[config.mk]
export PLATFORM = sky130hd
export DESIGN_NAME = mmseq_top
export DESIGN_NICKNAME = d
export VERILOG_FILES = /design/src/rtl/mmseq_pkg.sv /design/src/rtl/mmseq_addr.sv /design/src/rtl/mmseq_fsm.sv /design/src/rtl/mmseq_top.sv
export SDC_FILE = /design/constraint.sdc
export NUM_CORES = 1
export LEC_CHECK = 0
export BUFFER_PORTS_ARGS = -buffer_cell sky130_fd_sc_hd__clkbuf_2
export CAP_MARGIN = 20
export CORE_ASPECT_RATIO = 1.25
export CORE_MARGIN = 5
export CORE_UTILIZATION = 30
export CTS_CLUSTER_DIAMETER = 60
export DETAILED_ROUTE_END_ITERATION = 12
export SLEW_MARGIN = 25
export SYNTH_ARGS = -nofsm -noshare
export SYNTH_HDL_FRONTEND = slang
export SYNTH_SLANG_ARGS = --single-unit
[constraint.sdc]
create_clock -name clk -period 2 [get_ports clk]
set_input_delay 0.2 -clock clk [delete_from_list [all_inputs] [get_ports clk]]
set_output_delay 0.2 -clock clk [all_outputs]
set_load 0.05 [all_outputs]
[src/rtl/mmseq_pkg.sv]
package mmseq_pkg;
   typedef enum logic [1:0] {
      ST_IDLE  = 2'd0,
      ST_STORE = 2'd1,
      ST_LOAD  = 2'd2
   } seq_state_t;
endpackage

[src/rtl/mmseq_addr.sv]
module mmseq_addr #(
   parameter int ADDR_W = 32,
   parameter int STEP   = 4,
   parameter bit ALIGN  = 1'b1
) (
   input  logic              clk,
   input  logic              rst_n,
   input  logic              ld,
   input  logic [ADDR_W-1:0] ld_val,
   input  logic              inc,
   output logic [ADDR_W-1:0] addr_o
);
   localparam int LSB = (STEP > 1) ? $clog2(STEP) : 1;

   generate
      if ((STEP & (STEP - 1)) != 0 || STEP < 1)
         $error("mmseq_addr: STEP must be a power of two");
      if (ADDR_W <= LSB)
         $error("mmseq_addr: ADDR_W too small for STEP");
   endgenerate

   logic [ADDR_W-1:0] ld_fix;

   generate
      if (ALIGN && STEP > 1) begin : g_align
         assign ld_fix = {ld_val[ADDR_W-1:LSB], {LSB{1'b0}}};
      end else begin : g_raw
         assign ld_fix = ld_val;
      end
   endgenerate

   always_ff @(posedge clk) begin
      if (!rst_n)   addr_o <= '0;
      else if (ld)  addr_o <= ld_fix;
      else if (inc) addr_o <= addr_o + ADDR_W'(STEP);
   end
endmodule

[src/rtl/mmseq_fsm.sv]
module mmseq_fsm
   import mmseq_pkg::*;
(
   input  logic       clk,
   input  logic       rst_n,
   input  logic       start_st,
   input  logic       start_ld,
   input  logic       done,
   input  logic       abort,
   output seq_state_t state_o,
   output logic       fin_ok,
   output logic       fin_abort
);
   seq_state_t nxt;
   logic       busy;

   assign busy      = (state_o != ST_IDLE);
   assign fin_ok    = busy && done;
   assign fin_abort = busy && abort && !done;

   always_comb begin
      nxt = state_o;
      unique case (state_o)
         ST_IDLE: begin
            if (start_st)      nxt = ST_STORE;
            else if (start_ld) nxt = ST_LOAD;
         end
         ST_STORE, ST_LOAD: begin
            if (done || abort) nxt = ST_IDLE;
         end
         default: nxt = ST_IDLE;
      endcase
   end

   always_ff @(posedge clk) begin
      if (!rst_n) state_o <= ST_IDLE;
      else        state_o <= nxt;
   end

   // a request in flight keeps its kind until it ends
   a_r9_hold_kind: assert property (@(posedge clk) disable iff (!rst_n)
      (busy && !done && !abort) |=> (state_o == $past(state_o)));
   // no new request is launched on top of one in flight
   a_r9_single: assert property (@(posedge clk) disable iff (!rst_n)
      busy |-> !(start_st || start_ld));
endmodule

[src/rtl/mmseq_top.sv]
module mmseq_top
   import mmseq_pkg::*;
#(
   parameter int DATA_W     = 32,
   parameter int ADDR_W     = 32,
   parameter bit ALIGN_ADDR = 1'b1
) (
   input  logic              clk,
   input  logic              rst_n,
   input  logic              halted_i,
   input  logic              memmode_i,
   input  logic              rx_wr_i,
   input  logic [DATA_W-1:0] rx_wdata_i,
   input  logic              tx_rd_i,
   output logic [DATA_W-1:0] tx_rdata_o,
   output logic              tx_rd_ok_o,
   input  logic              core_rx_rd_i,
   output logic [DATA_W-1:0] rx_data_o,
   input  logic              core_tx_wr_i,
   input  logic [DATA_W-1:0] core_tx_wdata_i,
   input  logic              addr_wr_i,
   input  logic [ADDR_W-1:0] addr_wdata_i,
   output logic [ADDR_W-1:0] addr_o,
   input  logic              err_clr_i,
   output logic              mem_req_o,
   output logic              mem_we_o,
   output logic [ADDR_W-1:0] mem_addr_o,
   output logic [DATA_W-1:0] mem_wdata_o,
   input  logic [DATA_W-1:0] mem_rdata_i,
   input  logic              mem_done_i,
   input  logic              mem_abort_i,
   output logic              ite_o,
   output logic              rx_full_o,
   output logic              tx_full_o,
   output logic              err_o,
   output logic              rx_ovr_o,
   output logic              tx_und_o
);
   localparam int STEP = DATA_W / 8;

   generate
      if (DATA_W % 8 != 0 || DATA_W < 8)
         $error("mmseq_top: DATA_W must be a whole number of bytes");
   endgenerate

   seq_state_t        state;
   logic              fin_ok, fin_abort;
   logic              active, idle;
   logic              rx_busy_cond, tx_busy_cond;
   logic              rx_take, rx_over, tx_take, tx_under;
   logic              start_st, start_ld;
   logic [DATA_W-1:0] rx_word, tx_word;
   logic              rx_full, tx_full, err, rx_ovr, tx_und;

   assign active       = halted_i && memmode_i;
   assign idle         = (state == ST_IDLE);
   assign rx_busy_cond = rx_full || (active && !idle);
   assign tx_busy_cond = !tx_full || (active && !idle);
   assign rx_take      = rx_wr_i && !err && !rx_busy_cond;
   assign rx_over      = rx_wr_i && !err && rx_busy_cond;
   assign tx_take      = tx_rd_i && !err && !tx_busy_cond;
   assign tx_under     = tx_rd_i && !err && tx_busy_cond;
   assign start_st     = rx_take && active;
   assign start_ld     = tx_take && active && !start_st;

   mmseq_fsm u_fsm (
      .clk       (clk),
      .rst_n     (rst_n),
      .start_st  (start_st),
      .start_ld  (start_ld),
      .done      (mem_done_i),
      .abort     (mem_abort_i),
      .state_o   (state),
      .fin_ok    (fin_ok),
      .fin_abort (fin_abort)
   );

   mmseq_addr #(
      .ADDR_W (ADDR_W),
      .STEP   (STEP),
      .ALIGN  (ALIGN_ADDR)
   ) u_addr (
      .clk    (clk),
      .rst_n  (rst_n),
      .ld     (addr_wr_i && idle),
      .ld_val (addr_wdata_i),
      .inc    (fin_ok),
      .addr_o (addr_o)
   );

   always_ff @(posedge clk) begin
      if (!rst_n) begin
         rx_word <= '0;
         tx_word <= '0;
         rx_full <= 1'b0;
         tx_full <= 1'b0;
         err     <= 1'b0;
         rx_ovr  <= 1'b0;
         tx_und  <= 1'b0;
      end else begin
         if (core_rx_rd_i) rx_full <= 1'b0;
         if (rx_take) begin
            rx_word <= rx_wdata_i;
            rx_full <= 1'b1;
         end
         if (state == ST_STORE && (fin_ok || fin_abort)) rx_full <= 1'b0;

         if (tx_take) tx_full <= 1'b0;
         if (core_tx_wr_i) begin
            tx_word <= core_tx_wdata_i;
            tx_full <= 1'b1;
         end
         if (state == ST_LOAD && fin_ok) begin
            tx_word <= mem_rdata_i;
            tx_full <= 1'b1;
         end
         if (state == ST_LOAD && fin_abort) tx_full <= 1'b0;

         if (err_clr_i) begin
            err    <= 1'b0;
            rx_ovr <= 1'b0;
            tx_und <= 1'b0;
         end
         if (rx_over)   begin rx_ovr <= 1'b1; err <= 1'b1; end
         if (tx_under)  begin tx_und <= 1'b1; err <= 1'b1; end
         if (fin_abort) err <= 1'b1;
      end
   end

   assign tx_rdata_o  = tx_word;
   assign tx_rd_ok_o  = tx_take;
   assign rx_data_o   = rx_word;
   assign mem_req_o   = !idle;
   assign mem_we_o    = (state == ST_STORE);
   assign mem_addr_o  = addr_o;
   assign mem_wdata_o = rx_word;
   assign ite_o       = idle;
   assign rx_full_o   = rx_full;
   assign tx_full_o   = tx_full;
   assign err_o       = err;
   assign rx_ovr_o    = rx_ovr;
   assign tx_und_o    = tx_und;

   // accepted receive write in the mode becomes one store of that word
   a_r2_store_start: assert property (@(posedge clk) disable iff (!rst_n)
      (active && idle && rx_wr_i && !err && !rx_full) |=>
         (mem_req_o && mem_we_o && !ite_o && mem_wdata_o == $past(rx_wdata_i)));
   // completed store advances the address and empties the receive side
   a_r3_store_done: assert property (@(posedge clk) disable iff (!rst_n)
      (mem_req_o && mem_we_o && mem_done_i) |=>
         (addr_o == $past(addr_o) + ADDR_W'(STEP) && !rx_full_o && ite_o));
   // completed load refills the transmit register
   a_r5_load_fill: assert property (@(posedge clk) disable iff (!rst_n)
      (mem_req_o && !mem_we_o && mem_done_i) |=>
         (tx_full_o && tx_rdata_o == $past(mem_rdata_i) &&
          addr_o == $past(addr_o) + ADDR_W'(STEP) && ite_o));
   // receive write while busy in the mode is an overrun
   a_r6_overrun: assert property (@(posedge clk) disable iff (!rst_n)
      (active && mem_req_o && rx_wr_i && !err_o) |=> (err_o && rx_ovr_o));
   // transmit read while busy or empty is an underrun
   a_r7_underrun: assert property (@(posedge clk) disable iff (!rst_n)
      (tx_rd_i && !err_o && (!tx_full_o || (active && mem_req_o))) |->
         (!tx_rd_ok_o ##1 (err_o && tx_und_o)));
   // abort sets error, keeps the address, returns to idle
   a_r8_abort: assert property (@(posedge clk) disable iff (!rst_n)
      (mem_req_o && mem_abort_i && !mem_done_i) |=>
         (err_o && ite_o && addr_o == $past(addr_o) &&
          ($past(mem_we_o) ? !rx_full_o : !tx_full_o)));
   // request attributes stay stable while in flight
   a_r9_stable_req: assert property (@(posedge clk) disable iff (!rst_n)
      (mem_req_o && !mem_done_i && !mem_abort_i) |=>
         (mem_req_o && $stable(mem_addr_o) && $stable(mem_we_o) &&
          (!mem_we_o || $stable(mem_wdata_o))));
   // address load while busy is ignored
   a_r11_addr_busy: assert property (@(posedge clk) disable iff (!rst_n)
      (mem_req_o && addr_wr_i && !mem_done_i) |=> (addr_o == $past(addr_o)));
   // outside the mode no request is started
   a_r12_no_req: assert property (@(posedge clk) disable iff (!rst_n)
      (!active && ite_o) |=> !mem_req_o);
endmodule

# Yosys cells after proc, flatten, opt, wreduce, memory -nomap -nowiden
# Index checks and enable logic that the tools add are counted.
[op_classes]
n_reduce_logical = 43
mux = 18
eq_ne = 4
add_sub_neg = 1
bitwise = 1
[ops]
columns = ["op", "n"]
rows = [
  ["32-bit 2-to-1 mux", 4],
  ["32-bit by 3-bit adder with 32-bit output (second input constant)", 1],
  ["1-bit logical AND", 18],
  ["2-bit nonzero test", 6],
  ["1-bit 2-to-1 mux", 10],
  ["2-bit OR reduction", 4],
  ["1-bit zero test", 7],
  ["2-bit 2-to-1 mux", 3],
  ["1-bit logical OR", 4],
  ["2-bit one-hot mux with 2 select lines", 1],
  ["4-bit nonzero test", 1],
  ["3-bit by 1-bit inequality test with 1-bit output (second input constant)", 1],
  ["3-bit nonzero test", 1],
  ["2-bit by 1-bit equality test with 1-bit output (second input constant)", 1],
  ["2-bit equality test (second input constant)", 1],
  ["2-bit zero test", 1],
  ["2-bit by 1-bit inequality test with 1-bit output (second input constant)", 1],
  ["2-bit AND reduction", 1],
  ["1-bit NOT", 1],
]
[word_totals]
inputBits = 140
out_inout_bits = 169
ff_bits = 103

# Depth between registers and ports, before layout
[logic_depth]
depth_word = 12
ltp_mapped = 10

# Modules after synthesis
# From an unflattened synthesis, not the netlist that was laid out.
[unflattened]
cells_unflattened = 649
area_unflattened_um2 = 5539.1
[modules_own_cells]
columns = ["mod", "n_inst", "seq_area_each_um2", "cells_per_inst", "area_per_inst_um2"]
rows = [
  ["mmseq_top", 1, 1381.3, 385, 3478.3],
  ["mmseq_addr", 1, 600.6, 248, 1923.1],
  ["mmseq_fsm", 1, 40.0, 16, 137.6],
]

# Worst setup path before layout
# Ideal clock, no wire load.
[synth_path]
path_type = "reg-to-reg"
from = "reg u_fsm.state_o[0]"
to = "reg u_fsm.state_o[0]"
n_path_buf = 1
setup_ns = 0.146
path_slack_ns = -1.076
stages_incl_launch_ff = 9
synth_period_minus_slack_ns = 3.076
t_arrival_ns = 2.930
path_cell_list = "dfxtp_1 inv_1 ha_1 buf_2 and3b_1 nor3_1 and2_1 a2bb2oi_1 a211oi_1"
[synth_between]
word_cells_on_any_way = 21
[synth_rtl]
columns = ["item", "line_no", "source"]
rows = [
  ["start, declared", "mmseq_fsm.sv:10", "output seq_state_t state_o,"],
  ["start signal, assigned", "mmseq_fsm.sv:37", "else state_o <= nxt;"],
  ["2-bit zero test", "mmseq_top.sv:56", "assign idle = (state == ST_IDLE);"],
  ["net ite_o", "mmseq_top.sv:32", "output logic ite_o,"],
  ["1-bit zero test", "mmseq_top.sv:58", "assign tx_busy_cond = !tx_full || (active && !idle);"],
  ["1-bit logical AND", "mmseq_top.sv:58", ""],
  ["1-bit logical OR", "mmseq_top.sv:58", ""],
  ["1-bit zero test", "mmseq_top.sv:61", "assign tx_take = tx_rd_i && !err && !tx_busy_cond;"],
  ["1-bit logical AND", "mmseq_top.sv:61", ""],
  ["net tx_rd_ok_o", "mmseq_top.sv:16", "output logic tx_rd_ok_o,"],
  ["1-bit logical AND (2 in a row)", "mmseq_top.sv:64", "assign start_ld = tx_take && active && !start_st;"],
  ["3-bit by 1-bit inequality test with 1-bit output (no line)", "n/a", ""],
  ["2-bit AND reduction (no line)", "n/a", ""],
]
# The timed path passes the listed nets, and every way through them passes these cells.
# A chain may end at the register's enable or synchronous reset.

# Worst setup path after layout
[layout_path]
from = "reg u_fsm.state_o[1]"
to = "out tx_rd_ok_o"
[layout_between]
elab_chain_len = 6
[layout_rtl]
columns = ["item", "line_no"]
rows = [
  ["2-bit zero test", "mmseq_top.sv:56"],
  ["1-bit zero test", "mmseq_top.sv:58"],
  ["1-bit logical AND", "mmseq_top.sv:58"],
  ["1-bit logical OR", "mmseq_top.sv:58"],
  ["1-bit zero test", "mmseq_top.sv:61"],
  ["1-bit logical AND", "mmseq_top.sv:61"],
  ["end, declared", "mmseq_top.sv:16"],
]
# Every way passes these cells.

==> out/results.ini <==
[run_status]
status=finished clean

[route]
wl_per_cell_um=14.9
drt_first_iter_violations=220
wirelength_um=15500
drcViolationCount=0
vias=4788
dr.pass1.iters=4
ant_nets=0
viasPerCell=4.60

[power_and_ir_drop]
switching_share=0.384
p_comb_frac=0.296
clock_power_share=0.313
p_int_uw=3650
p_leak_uw=0.00324
cellPowerDensity_nw_per_um2=886
ir_drop_mv=0.345
total_power_uw=5920
p_sw_uw=2270
seqPwrFrac=0.391

[grt]
met1_usage=0.180
grtUsageTotal=0.157
grt_pass1_vias=4826
grt_pass1_wl_um=24800
top_usage_layer=met2
met2_usage=0.281
grt_max_degree=65
globalRoute.totalOverflow=0
grt_util_met3=0.0431
antenna_found_initial=0

[die]
initial_core_util=0.307
fp.dieH_um=154
io_pins=309
rows=52
die_area_sq_um=19300
fp.dieW_um=125
core_sq_um=16300

[clocking]
cts_tree=yes
htree_levels=3
insertion_delay_ns=0.34
clk_pin_slew_ns=0.07
ctsRootBufferMaster=clkbuf_16
post-cts-setup-buffer-count=0
cts_buffers=9
clock_path_buffers=2
cts_num_sinks=101

[worst_setup_path]
crit_required_ns=1.80
start_kind=flip-flop
criticalPathCategory=flip-flop to output pin
crit_path_end_kind=output pin
crit_path_max_fanout=11
r2r-start=u_fsm.state_o[1]$_SDFFE_PN0P_
crit_arrival_ns=1.70
startpoint=u_fsm.state_o[1]$_SDFFE_PN0P_

[timing]
fin_skew_ns=0.00756
rsz0062_at_grt=false
hold_violations=0
setup_viol=0
final.period_utilization=0.951
maxSlewViolCount=0
hold_slack_ns=0.0672
fmax_mhz=526
finalCriticalPeriod_ns=1.90

[synthesis]
yosys_warnings=0
async_flop_share=0
ys_ff_latch=101
ys.flop_type=dfxtp_1
synth_area_sq_um=4990
synth_edf_count=0
seq_area_frac_synth=0.405
synthCells=594
syn_avg_cell_area_sq_um=8.40
synth_cell_types=44

[worst_hold_path]
min-delay-start=rx_wdata_i[21]
min_path_type=input pin to flip-flop

[place]
numPortBuffers=302
dp_hpwl_um=12100
gp_congestion=0.786

[final_layout]
final_nets=964
antenna_cells=0
area_growth_pct=33.9
drive_gt1_frac=0.428
n_fill_cell=1696

[job]
cap_viol_max_count=0

[cell usage in the layout (no fill, tap or decap), types with 2 or more instances in the layout]
cell type and n:
buf_12 6, nor2b_1 2, dfxtp_2 5, nand3_1 11, inv_6 3, nand2b_1 2
o21ai_0 23, xor2_1 16, and2_1 6, conb_1 4, ha_1 3, a211oi_1 43
xnor2_1 4, inv_2 3, mux2i_1 33, nand4b_1 2, and3_1 4, a21oi_1 55
buf_4 13, and4_1 4, clkbuf_16 9, o21a_1 2, clkbuf_2 301, inv_1 6
nor3_4 2, dfxtp_1 96, a311oi_1 2, nand4_1 14, nor3_1 6, nor2_1 47
nand2_1 76
[power by group through the flow]
stage | clock network, uW | registers, uW | logic, uW
2_1_floorplan | 0 | 2840 | 898
3_3_place_gp | 0 | 2360 | 1770
3_5_place_dp | 0 | 2360 | 1770
4_1_cts | 1930 | 2310 | 1770
5_1_grt | 1990 | 2340 | 1860
6_report | 1850 | 2310 | 1750
[layout make-up]
cell class	count	area, sq um	share of cell area
inverters	9	33.8	0.00506
multi-input cells	379	2310	0.346
well taps	216	270	0.0404
flip-flops and latches	101	2030	0.304
clock buffers	10	239	0.0358
repair buffers	320	1720	0.258
clock inverters	6	76.3	0.0114
[repair_timing]
| item | 4_1_cts | 5_1_grt |
|---|---|---|
| endpoints found under the setup margin | 1 | 1 |
| gates cloned | 0 | 0 |
| resized for setup | 1 | 1 |
| hold buffers | 0 | 0 |
[synthesized netlist by cell type, types with 9 or more instances]
cell type	instances	share of area
dfxtp_1	101	0.41
nand2_1	77	0.058
buf_4	66	0.099
a21oi_1	55	0.055
nor2_1	47	0.035
a211oi_1	43	0.065
mux2i_1	33	0.066
clkbuf_1	31	0.023
o21ai_0	23	0.023
xor2_1	16	0.028
nand4_1	14	0.018
nand3_1	11	0.011
inv_1	9	0.0068
[metrics by stage]
| stage | setup slack, ns | setup TNS (ns) | instance area, sq um | util | instances |
|---|---|---|---|---|---|
| floorplan | -0.0551 | -0.0551 | 5040 | - | 597 |
| global placement | 0.208 | 0 | 6360 | 0.391 | 1025 |
| detailed placement | 0.200 | 0 | 6360 | 0.391 | 1025 |
| CTS | 0.0420 | 0 | 6680 | 0.411 | 1041 |
| global route | 0.0233 | 0 | 6680 | 0.411 | 1041 |
| finish | 0.0984 | 0 | 6680 | 0.411 | 1041 |
[worst paths after layout]
| kind | to | slack (ns) | cells past startpoint |
|---|---|---|---|
| hold / removal | mem_wdata_o[21]$_SDFFE_PN0P_ | 0.07 | 3 |
| setup reg to reg | mem_wdata_o[6]$_SDFFE_PN0P_ | 0.20 | 7 |
| hold reg to reg | mem_wdata_o[13]$_SDFFE_PN0P_ | 0.47 | 2 |
| setup / recovery | tx_rd_ok_o | 0.1 | 5 |
[state kept, by name, indices dropped and copies added, names as in the netlist]
register       count
tx_full_o          1
mem_wdata_o       32
rx_ovr_o           1
err_o              1
rx_full_o          1
u_addr.addr_o     30
u_fsm.state_o      2
tx_und_o           1
tx_rdata_o        32
[kinds of logic (layout without fill, tap and decap cells)]
| family | Yosys count | in the layout | share of synthesized area |
|---|---|---|---|
| AND/OR/NAND/NOR | 183 | 183 | 0.175 |
| adder cells (fa/ha/maj) | 4 | 4 | 0.0100 |
| multiplexers | 33 | 33 | 0.0662 |
| other | 1 | 4 | 0.000752 |
| XOR/XNOR | 20 | 20 | 0.0351 |
| buffers and inverters | 117 | 345 | 0.141 |
| flip-flops | 101 | 101 | 0.405 |
| AO/OA/AOI/OAI | 135 | 135 | 0.167 |
[layer usage]
metal | vias up | wire length (um) | share of wire
met5 | - | 0 | 0
met4 | 0 | 307 | 0.020
met3 | 17 | 995 | 0.064
met2 | 173 | 8060 | 0.52
met1 | 2159 | 6180 | 0.40
li1 | 2439 | - | -
[critical path: stages (launching register included)]
cell and delay (ns):
dfxtp_2 0.34, inv_2 0.07, ha_4 0.21, and3b_2 0.27, nor3_4 0.23, buf_4 0.24
(Power assumes the default switching activity.)
